## config.mk

```make
export PLATFORM = sky130hd
export DESIGN_NAME = wsclock_sel
export DESIGN_NICKNAME = d
export VERILOG_FILES = /design/src/rtl/wsclock_sel.sv
export SDC_FILE = /design/constraint.sdc
export NUM_CORES = 1
export LEC_CHECK = 0
export BUFFER_PORTS_ARGS = -buffer_cell sky130_fd_sc_hd__buf_2
export CAP_MARGIN = 40
export CORE_UTILIZATION = 60
export DETAILED_ROUTE_END_ITERATION = 10
export HOLD_SLACK_MARGIN = 0.06
export PLACE_DENSITY = 0.79
export SLEW_MARGIN = 20
export SYNTH_ARGS = -nofsm -noshare
export SYNTH_HDL_FRONTEND = slang
export SYNTH_SLANG_ARGS = --single-unit
```

## constraint.sdc

```tcl
create_clock -name clk -period 7 [get_ports clk]
set_input_delay 0 -clock clk [delete_from_list [all_inputs] [get_ports clk]]
set_output_delay 0 -clock clk [all_outputs]
set_load 0.01 [all_outputs]
```

## src/rtl/wsclock_sel.sv

```systemverilog
module wsclock_sel #(
  parameter int NF = 8,
  parameter int TW = 8,
  localparam int IW = (NF > 1) ? $clog2(NF) : 1
) (
  input  logic          clk,
  input  logic          rst_n,
  input  logic          acc_valid,
  input  logic          acc_write,
  input  logic [IW-1:0] acc_idx,
  input  logic [TW-1:0] vtime,
  input  logic [TW-1:0] tau,
  input  logic          fault_req,
  output logic          busy,
  output logic          victim_valid,
  output logic [IW-1:0] victim_idx,
  output logic          wb_req,
  output logic [IW-1:0] wb_idx,
  input  logic          wb_ack,
  input  logic [IW-1:0] wb_ack_idx
);

  function automatic logic [IW-1:0] nxt(input logic [IW-1:0] h);
    return (h == IW'(NF - 1)) ? '0 : h + 1'b1;
  endfunction

  logic [NF-1:0] r_q, m_q, p_q;
  logic [TW-1:0] t_q [NF];
  logic [IW-1:0] hand, cnt, fb_i;
  logic          fb_v, seen_q;

  logic [TW-1:0] age;
  logic          cur_r, cur_m, old, pick_now, issue, seen_now, last, pick_fb, done;
  logic [IW-1:0] vsel;

  assign cur_r    = r_q[hand];
  assign cur_m    = m_q[hand];
  assign age      = vtime - t_q[hand];
  assign old      = age > tau;
  assign pick_now = busy && !cur_r && old && !cur_m;
  assign seen_now = busy && !cur_r && old && cur_m;
  assign issue    = seen_now && !p_q[hand];
  assign last     = busy && (cnt == IW'(NF - 1));
  assign pick_fb  = last && !pick_now && !(seen_q || seen_now);
  assign done     = pick_now || pick_fb;
  assign vsel     = pick_now ? hand :
                    fb_v     ? fb_i :
                    !cur_m   ? hand : nxt(hand);

  always_ff @(posedge clk) begin
    if (!rst_n) begin
      r_q <= '0;
      m_q <= '0;
      p_q <= '0;
      for (int i = 0; i < NF; i++) t_q[i] <= '0;
    end else begin
      for (int i = 0; i < NF; i++) begin
        if (acc_valid && acc_idx == IW'(i))           r_q[i] <= 1'b1;
        else if (done && vsel == IW'(i))              r_q[i] <= 1'b1;
        else if (busy && cur_r && hand == IW'(i))     r_q[i] <= 1'b0;

        if (acc_valid && acc_write && acc_idx == IW'(i)) m_q[i] <= 1'b1;
        else if (done && vsel == IW'(i))                 m_q[i] <= 1'b0;
        else if (wb_ack && wb_ack_idx == IW'(i))         m_q[i] <= 1'b0;

        if (issue && hand == IW'(i))                  p_q[i] <= 1'b1;
        else if (wb_ack && wb_ack_idx == IW'(i))      p_q[i] <= 1'b0;

        if (done && vsel == IW'(i))                   t_q[i] <= vtime;
        else if (busy && cur_r && hand == IW'(i))     t_q[i] <= vtime;
      end
    end
  end

  always_ff @(posedge clk) begin
    if (!rst_n) begin
      busy         <= 1'b0;
      hand         <= '0;
      cnt          <= '0;
      fb_v         <= 1'b0;
      fb_i         <= '0;
      seen_q       <= 1'b0;
      victim_valid <= 1'b0;
      victim_idx   <= '0;
      wb_req       <= 1'b0;
      wb_idx       <= '0;
    end else begin
      victim_valid <= 1'b0;
      wb_req       <= issue;
      if (issue) wb_idx <= hand;
      if (!busy) begin
        if (fault_req) begin
          busy   <= 1'b1;
          cnt    <= '0;
          fb_v   <= 1'b0;
          seen_q <= 1'b0;
        end
      end else if (done) begin
        busy         <= 1'b0;
        victim_valid <= 1'b1;
        victim_idx   <= vsel;
        hand         <= nxt(vsel);
      end else begin
        hand   <= nxt(hand);
        cnt    <= last ? '0 : cnt + 1'b1;
        seen_q <= seen_q || seen_now;
        if (!fb_v && !cur_m) begin
          fb_v <= 1'b1;
          fb_i <= hand;
        end
      end
    end
  end

endmodule


```

==> results list, run 1 <==
- The flow ran to the end, and the final reports show no timing, DRC or antenna violations.
- Buffers placed on the I/O ports in this run total 36.
- Fin. max-slew vios: 0
* Crit path buf inv count: 1
* Worst-case setup slack after placement: approximately 0.73 ns
- Critical path class: reg -> reg
- Aggregate global-route resource usage: 28.2%
* Number of rows in the core area: 35
- Total vias in the final route: 4112
- Residual overflow from global routing: 0
- The H-tree generated during clock tree synthesis spans 3 levels.
* Final HPWL from detailed placement: 9290 µm
* Remaining number of nets flagged by the antenna check after routing: 0
- Count of flip-flops with a built-in enable after synthesis: 64
- Reg-to-reg setup timing slack: 0.65 ns
- Broken down by cell family, the worst path's largest delay share belongs to compound AO/OA/AOI/OAI gates.
* Worst clock skew: roughly 0.0084 ns
- Synthesized-area fraction occupied by xor and xnor cells: 1.08%
- Synthesized instance count: 503
- Max-cap violations in this run came to 0.
- The number of nets in the synthesized netlist is 561.
- By area, the combinational part of the netlist is dominated by simple AND/OR/NAND/NOR gates.
- Count of TritonRoute iterations in the first routing pass: 5
- In the final routed layout, each cell accounts on average for 19.4 µm.
* Simple-Gate Fraction of Synth Area: 13.5%
- Final #Nets: 605
- In the post-route analysis, the smallest setup slack over all paths is 0.648 ns.
- Top_reg_cell synth: sky130_fd_sc_hd__edfxtp_1
- Setup violations remaining at the end of the flow were counted as 0.
* Final cycle utilization of the critical path: 90.7%
- Worst vdd rail ir drop: 0.144 mV
- Library cell contributing the largest single delay on the critical path: sky130_fd_sc_hd__dfxtp_1
* Max Clk Rate: 157 MHz
- The longest clock path from root to sink contains 2 buffers.
- Area Overhead vs Synth: 10.3%
- Setup crit end kind: flop
- Launch point of the worst hold path: acc_idx[0]
- Clock latency on the worst-skew pair: around 0.37 ns
- First-pass GRT wire length: 20800 µm
- Among the stages of the critical path, the cell type that occurs most often is sky130_fd_sc_hd__ha_1.
* Number of synthesis warnings: 0
- The worst hold path belongs to the class in -> reg.
- TritonCTS created 9 clock buffers.
* Max transition margin: 44.4%
* Setup TNS: 0 ns
* Post-Syn Area: 0.00565 mm²
* Initial cell density of the core: 61.5%
- The worst hold path terminates at r_q[1].
* Crit path max fanout: 10
- For the finished layout, the period the worst path requires is 6.35 ns.
- STA classifies the critical path startpoint as a flop.
* Multiplexer fraction of the synthesized cell area: about an eighth
- The initial antenna violation count is 0.
- In this run the critical register-to-register path is captured at t_q[3][1].
- Measured in cells, the most critical reg-to-reg path has a length of 22.
* Worst path required time: 7.03 ns
- Number of stages on the worst hold path: 3
- The cell sitting at the root of the clock tree is a sky130_fd_sc_hd__clkbuf_8.
- Die area: ~0.0098 mm²
- The layout has 683 filler cells.
- A synthesized cell averages 11.2 µm².
- Pwr/cell area: between 300 and 400 mW/mm²
* Seq cells post-synth: between 100 and 150
* Largest net degree at the start of global routing: 35
* Chip height: 99.1 µm
- Pin placement for this block handled 37 I/O pins.
- Area fraction in compound gates after synthesis: 11.7%
- At the worst endpoint, the arrival time is 6.39 ns.
- Number of remaining DRC errors: 0
- Using the TritonRoute via totals, the vias-per-cell ratio works out to 6.21.
- Seq/Total Area, Yosys: 50.6%
- The signal on the critical path passes through mux4_2 > mux2i_1 > ha_1 > a21o_1 > a21oi_1 > o21bai_1 > a21oi_1 > o21ai_0 > xnor2_1 > ha_1 > nand4_1 > o21bai_1 > o311a_2 > nand2_2 > mux2i_1 > a311oi_1 > inv_1 > ha_1 > ha_1 > nand2_1 > and2_1 > nand2_1.
- Unrepaired setup endpoints after global routing: no
- The final layout contains routed wiring with a total length of ~13000 µm.
* Clock transition at the register clock pins on the worst setup and hold paths after CTS: 0.10 ns
- At the end of routability-driven placement, the weighted congestion stood at roughly 0.9.
- Leakage power figure: between 2 and 2.5 nW
- Counting distinct cell types in the post-synthesis netlist gives just over 60.
- Largest stage delay on the critical path: 0.71 ns
- TritonCTS built the clock tree.
- The floorplan step set the die width to approximately 99 µm.
- The first routing iteration left 298 violations.
* Ys async rst share: 0%
- Cells with a size suffix above 1 make up 16.7% of the layout.
* TritonCTS Sinks: ~110
* Number of antenna diodes: 0
- At the pin with the least slew margin, the transition time is about 0.83 ns.
- Number of global-route vias before repair: 3998
* Area inside the core boundary: between 0.009 and 0.01 mm²
- Setup Fix Bufs, Post-CTS: 0
- Arithmetic-cell share of the synthesized area counting full adders, half adders and majority gates: between 6 and 7%
- The total count of hold-check failures in the final report came to 0.
## Yosys cell counts (8+ instances only)
cell type,n,share of area [%]
sky130_fd_sc_hd__dfxtp_1,47,17
sky130_fd_sc_hd__nor2_1,79,5.2
sky130_fd_sc_hd__mux4_2,20,8.0
sky130_fd_sc_hd__a21oi_1,24,2.1
sky130_fd_sc_hd__ha_1,29,6.4
sky130_fd_sc_hd__clkbuf_1,14,0.93
sky130_fd_sc_hd__inv_1,32,2.1
sky130_fd_sc_hd__a32oi_1,8,1.2
sky130_fd_sc_hd__o21ai_0,10,0.89
sky130_fd_sc_hd__nand3_1,15,1.3
sky130_fd_sc_hd__mux2i_1,21,3.7
sky130_fd_sc_hd__nand2_1,47,3.1
sky130_fd_sc_hd__edfxtp_1,64,34
## worst min-delay path, cell delays in order
cell,delay (ns)
sky130_fd_sc_hd__buf_2,0.16
sky130_fd_sc_hd__a32oi_1,0.11
sky130_fd_sc_hd__a21oi_1,0.12
## metal layers
layer	share of wire (%)	up-vias	track usage, %
met5	0	-	0
li1	-	1902	-
met4	1.7	0	9.05
met3	11	18	6.67
met2	44	209	41.3
met1	44	1983	41.7
## logic make-up after synthesis
family | Yosys count
compound gates | 82
fa+ha+maj | 30
buf+inv | 57
mux | 43
flops | 111
xor+xnor | 7
simple gates | 173
## worst max-delay path by stage
stage	from	endpoint	slack (ns)	depth (start not counted)
5_1_grt	flop	t_q[3][5]	0.1	22
3_3_place_gp	flop	t_q[3][4]	1.05	22
2_1_floorplan	flop	t_q[3][0]	0.68	24
6_report	flop	t_q[3][1]	0.65	22
3_5_place_dp	flop	t_q[3][0]	0.73	22
4_1_cts	flop	t_q[3][0]	0.65	22
## cell type report
class                           instances  area, µm²  share of cell area [%]
Tap cell                              111        139                    2.23
Sequential cell                       111       2860                    45.9
Timing Repair Buffer                   58        402                    6.44
Clock inverter                          5       35.0                   0.562
Clock buffer                           10        128                    2.05
Inverter                               32        120                    1.93
Multi-Input combinational cell        335       2550                    40.9
## placed cells by master (no fill, tap or decap), types with 6 or more instances in the layout
cell,instances
sky130_fd_sc_hd__mux2i_1,20
sky130_fd_sc_hd__ha_1,29
sky130_fd_sc_hd__a32oi_1,8
sky130_fd_sc_hd__xnor2_1,6
sky130_fd_sc_hd__clkbuf_8,10
sky130_fd_sc_hd__nand2_1,47
sky130_fd_sc_hd__mux4_2,20
sky130_fd_sc_hd__dfxtp_1,47
sky130_fd_sc_hd__buf_2,37
sky130_fd_sc_hd__edfxtp_1,64
sky130_fd_sc_hd__nand3_1,15
sky130_fd_sc_hd__inv_1,32
sky130_fd_sc_hd__o21ai_0,10
sky130_fd_sc_hd__dlygate4sd3_1,15
sky130_fd_sc_hd__a21oi_1,24
sky130_fd_sc_hd__nor2_1,79
## metrics by stage
stage	power, W	instance area, µm²	util, %	std cells	hold slack, ns
after floorplan	0.00145	5650	-	503	0.167
after global placement	0.00162	5880	63.9	628	0.311
after detailed placement	0.00164	5900	64.1	630	0.306
after CTS	0.00198	6210	67.5	660	0.0624
after global routing	0.00212	6240	67.8	662	0.0837
final	0.00200	6240	67.8	662	0.0695
## power breakdown
| group | switching [W] | internal (W) |
|---|---|---|
| registers | 0.0000736 | 0.000767 |
| logic | 0.000444 | 0.000377 |
| clock network | 0.000208 | 0.000129 |
## what timing repair did
action	4_1_cts	5_1_grt
hold buffers	15	0
endpoints found under the hold margin	18	0
resized for setup	0	0
## sequential cells by signal, summed over array words and instances (netlist names), named ones only
name	flops
busy	1
cnt	3
fb_i	3
fb_v	1
hand	3
m_q	8
p_q	8
r_q	8
seen_q	1
t_q	64
victim_idx	3
victim_valid	1
wb_idx	3
wb_req	1
No activity file was read; power rests on OpenSTA's default activity.
==> run 2, diff against run 1 <==
--- a/config.mk
+++ b/config.mk
@@ -5,6 +5,7 @@
 export SDC_FILE = /design/constraint.sdc
 export NUM_CORES = 1
 export LEC_CHECK = 0
+export ABC_AREA = 1
 export BUFFER_PORTS_ARGS = -buffer_cell sky130_fd_sc_hd__buf_2
 export CAP_MARGIN = 40
 export CORE_UTILIZATION = 60
==> run 2 against run 1 <==
Against the previous run:
- first-iteration DRC count increased by 57%
- maximum frequency up 17%
- count of clock-buffer cells in the layout rose by 1
- register-to-register slack gained 0.92 ns
- combinational power increased by 35%
- clock skew is 0.0054 ns higher
- hold slack gained 0.0029 ns
- power grew 17%
- global-route usage grew 1.3 points
- critical endpoint is now t_q[7][5]
==> results list, run 2 <==
- Status: complete, no violations
* Chip height: 101 µm (+2.3%)
* Most used standard cell by instance count after synthesis: sky130_fd_sc_hd__nor2_1
* Number of stages on the worst hold path: 5 (+2)
- Area Overhead vs Synth: 8.96%
- Startpoint Class: flop
- Count of port buffers added during placement: 36 (unchanged)
- Worst vdd rail ir drop: 0.172 mV (+20%)
- Routability cong.: 0.927 (+6.1%)
- The routed via count divided by cell count came to 5.76 (-7.3%).
- Number of endpoints failing setup at the final stage: 0 (unchanged)
- The gate count of the mapped netlist came to 696 (+38%).
- The proportion of synthesized flip-flops having asynchronous set or reset came to 0% (unchanged).
- The critical path arrival was 5.40 ns (-0.99 ns).
- The average cell area after synthesis came to 8.50 µm² (-24%).
- Launch point of the worst hold path: wb_ack_idx[0]
- Worst clock skew: 0.0137 ns (+0.00538 ns)
- Hold violation count in the final report: 0 (unchanged)
- The I/O pin count was 37 (unchanged).
* Net count after synthesis: 754 (+34%)
- The initial antenna violation count is 0 (unchanged).
- The count of pins over their slew limit was 0 (unchanged).
- Counting flops per register, the top entry is t_q.
* Unrepaired setup endpoints after global routing: no
- The detailed-router iteration count before antenna repair is 5 (unchanged).
- The via count of the first global-routing pass is 4709 (+18%).
- Clock buffer count from CTS: 9 (unchanged)
- Pwr/cell area: 362 mW/mm² (+13%)
- Leakage power figure: 2.71 nW (+11%)
- The number of register bits inferred by synthesis is 111 (unchanged).
- Number of flip-flops in the largest register: 64 (unchanged)
* Residual overflow from global routing: 0 (unchanged)
- The number of H-tree levels came to 3 (unchanged).
- Iteration-0 DRC Markers: 469 (+57%)
* Remaining number of nets flagged by the antenna check after routing: 0 (unchanged)
- Initial cell density of the core: 62.9% (+1.4 points)
* Total vias in the final route: 4990 (+21%)
* Area inside the core boundary: 0.00942 mm² (+2.4%)
- The placed wire-length estimate after detailed placement is 10600 µm (+15%).
- In the synthesized netlist the dominant register cell turns out to be sky130_fd_sc_hd__edfxtp_1.
- The relative slew slack was 42.4% (-2.0 points).
* Worst hold endpoint: p_q[4]
- Global routing usage on met2: 46.3% (+4.9 points)
- Clock latency on the worst-skew pair: 0.37 ns (about the same)
- Least-Margin Pin Slew: 0.863 ns (+0.0282 ns)
- The time the worst path needs with I/O delays and setup is 5.44 ns (-0.915 ns).
- Clock tree from TritonCTS: yes
* Setup TNS: 0 ns (unchanged)
- Clock tree root buffer cell: sky130_fd_sc_hd__clkbuf_8
- By area the synthesized netlist is led by sky130_fd_sc_hd__edfxtp_1 (32%), sky130_fd_sc_hd__dfxtp_1 (16%), sky130_fd_sc_hd__nor2_1 (7.9%).
- Class of the tightest hold or removal check: in -> reg
- The largest total area in the synthesized netlist belongs to sky130_fd_sc_hd__edfxtp_1.
- Share of layout cells above drive strength 1: 13.0% (-3.7 points)
* M3 GR Usage: 6.35% (-0.32 points)
- Seq/Total Area, Yosys: 48.4% (-2.3 points)
- The yosys synthesis warning count is 0 (unchanged).
* Worst-case setup slack after placement: 1.64 ns (+0.909 ns)
* Average wire length per cell after detail routing: 16.5 µm (-15%)
- By startpoint and endpoint, the worst setup path is classified as reg -> reg.
- The utilization after layout came to 68.5% (+0.67 points).
- The layer flagged by global routing as most heavily used is met2.
- Post-Syn Area: 0.00592 mm² (+4.7%)
- Fraction of synthesized cell area taken by the top area cell type: 32.5% (-1.5 points)
* Number of rows in the core area: 35 (unchanged)
* TritonCTS Sinks: 111 (unchanged)
* Met1 usage in global routing: 40.7% (-1.0 points)
- Number of antenna diodes: 0 (unchanged)
- The count of unresolved DRC violations after routing is 0 (unchanged).
- Count of flip-flops with a built-in enable after synthesis: 64 (unchanged)
- Leaving out fill and tap cells, the most frequent cell in the layout is sky130_fd_sc_hd__nor2_1.
- Setup slack after layout: 1.56 ns (+0.915 ns)
* Commonest cells in the synthesized netlist: sky130_fd_sc_hd__nor2_1 (125), sky130_fd_sc_hd__nand2_1 (115), sky130_fd_sc_hd__inv_1 (76), sky130_fd_sc_hd__edfxtp_1 (64), sky130_fd_sc_hd__o21ai_0 (55)
- The first-pass GRT wire length came to 22600 µm (+8.9%).
* R2r endpoint: t_q[7][5]
- Detailed Route WL: 14300 µm (+11%)
- Largest net degree at the start of global routing: 34 (-2.9%)
- Die area: 0.0103 mm² (+4.6%)
- Maximum clock path buffer count: 2 (unchanged)
- The overall die width is 101 µm (+2.3%).
- Final #Nets: 791 (+31%)
- Setup crit end kind: flop
* Cell depth of the worst flop-to-flop path: 26 (+18%)
- Setup Fix Bufs, Post-CTS: 0 (unchanged)
- Leading cell types in the layout, fill and taps excluded: sky130_fd_sc_hd__nor2_1 (125), sky130_fd_sc_hd__nand2_1 (115), sky130_fd_sc_hd__inv_1 (76)
- The highest clock frequency the design can meet was 184 MHz (+17%).
- The register-to-register path setup slack was 1.56 ns (+0.92 ns).
* Clock transition at the register clock pins on the worst setup and hold paths after CTS: 0.10 ns (about the same)
- The maximum fanout along the worst path came to 17 (+7).
* Count of max-cap constraint violations: 0 (unchanged)
- The total track usage was 29.5% (+1.3 points).
- Final cycle utilization of the critical path: 77.7% (-13 points)
- Worst path required time: 6.96 ns (-0.07 ns)
- The unique cell type count in the Yosys netlist was 39 (-37%).
[run 2: cell count changes after synthesis, sizes merged, moves of 20 or more]
cell	change
nand3	+32
inv	+51
mux4	-20
nor2	+62
mux2i	-21
nand2	+78
o21ai	+46
[run 2: worst max-delay path by stage]
stage / slack, ns / end / from / cells after the start
final: 1.56 / t_q[7][5] / flop / 26
after global routing: 1.14 / t_q[7][6] / flop / 26
after CTS: 1.63 / t_q[7][5] / flop / 26
after detailed placement: 1.64 / t_q[7][1] / flop / 26
after global placement: 1.89 / t_q[7][3] / flop / 26
after floorplan: 2.31 / t_q[3][0] / flop / 30
[run 2: through the flow]
step	power [W]	hold slack, ns	std cells	area (µm²)
floorplan	0.00170	0.165	696	5920
global placement	0.00191	0.319	841	6160
detailed placement	0.00196	0.362	842	6170
CTS	0.00233	0.0602	867	6450
global route	0.00250	0.0874	867	6450
finish	0.00234	0.0723	867	6450
[run 2: final cells by class]
| cell class | count | area [µm²] |
|---|---|---|
| Clock inverter | 5 | 56.3 |
| Tap cell | 129 | 161 |
| Timing Repair Buffer | 47 | 293 |
| Sequential cell | 111 | 2860 |
| Multi-Input combinational cell | 481 | 2630 |
| Inverter | 83 | 317 |
| Fill cell | 773 | 2970 |
| Clock buffer | 11 | 131 |
[run 2: worst max-delay path: stages (launching register included)]
cell	delay, ns
sky130_fd_sc_hd__dfxtp_1	0.67
sky130_fd_sc_hd__inv_1	0.35
sky130_fd_sc_hd__o21ai_0	0.16
sky130_fd_sc_hd__o22ai_1	0.13
sky130_fd_sc_hd__o21ai_0	0.21
sky130_fd_sc_hd__ha_1	0.32
sky130_fd_sc_hd__a21oi_1	0.15
sky130_fd_sc_hd__nand2_1	0.10
sky130_fd_sc_hd__a21oi_1	0.13
sky130_fd_sc_hd__o21ai_0	0.14
sky130_fd_sc_hd__a21o_1	0.18
sky130_fd_sc_hd__a21oi_1	0.14
sky130_fd_sc_hd__xor2_1	0.09
sky130_fd_sc_hd__ha_1	0.30
sky130_fd_sc_hd__nand2_1	0.07
sky130_fd_sc_hd__nor2_1	0.17
sky130_fd_sc_hd__nand2_1	0.08
sky130_fd_sc_hd__nand2_1	0.16
sky130_fd_sc_hd__nand3_4	0.13
sky130_fd_sc_hd__nor2_4	0.12
sky130_fd_sc_hd__nand2_1	0.06
sky130_fd_sc_hd__nand2_1	0.16
sky130_fd_sc_hd__inv_1	0.10
sky130_fd_sc_hd__ha_1	0.22
sky130_fd_sc_hd__ha_1	0.22
sky130_fd_sc_hd__nand2_1	0.11
sky130_fd_sc_hd__nand3_1	0.38
[run 2: cell families after synthesis]
group	after synthesis	synth area share, %
and+or+nand+nor	321	25.2
xor gates and xnor gates	6	0.888
buffers and inverters	104	7.23
DFF	111	48.4
AOI/OAI and AO/OA	124	11.8
adders and majority gates	30	6.47
[run 2: layer usage]
| metal | up-vias | routed length, µm |
|---|---|---|
| met2 | 266 | 6460 |
| li1 | 2383 | - |
| met4 | 0 | 267 |
| met3 | 30 | 1450 |
| met5 | - | 0 |
| met1 | 2311 | 6120 |
[run 2: repair_timing]
item                      4_1_cts  5_1_grt
hold buffers                    9        0
hold endpoints to repair       16        0
gates resized for setup         0        0
[run 2: where the power goes]
group | switching (W) | internal, W | total [W] | leakage (nW)
clock | 0.000207 | 0.000165 | 0.000372 | 0.0860
combinational | 0.000726 | 0.000387 | 0.00111 | 1.59
sequential | 0.0000728 | 0.000778 | 0.000850 | 1.04
total | 0.00101 | 0.00133 | 0.00234 | 2.71
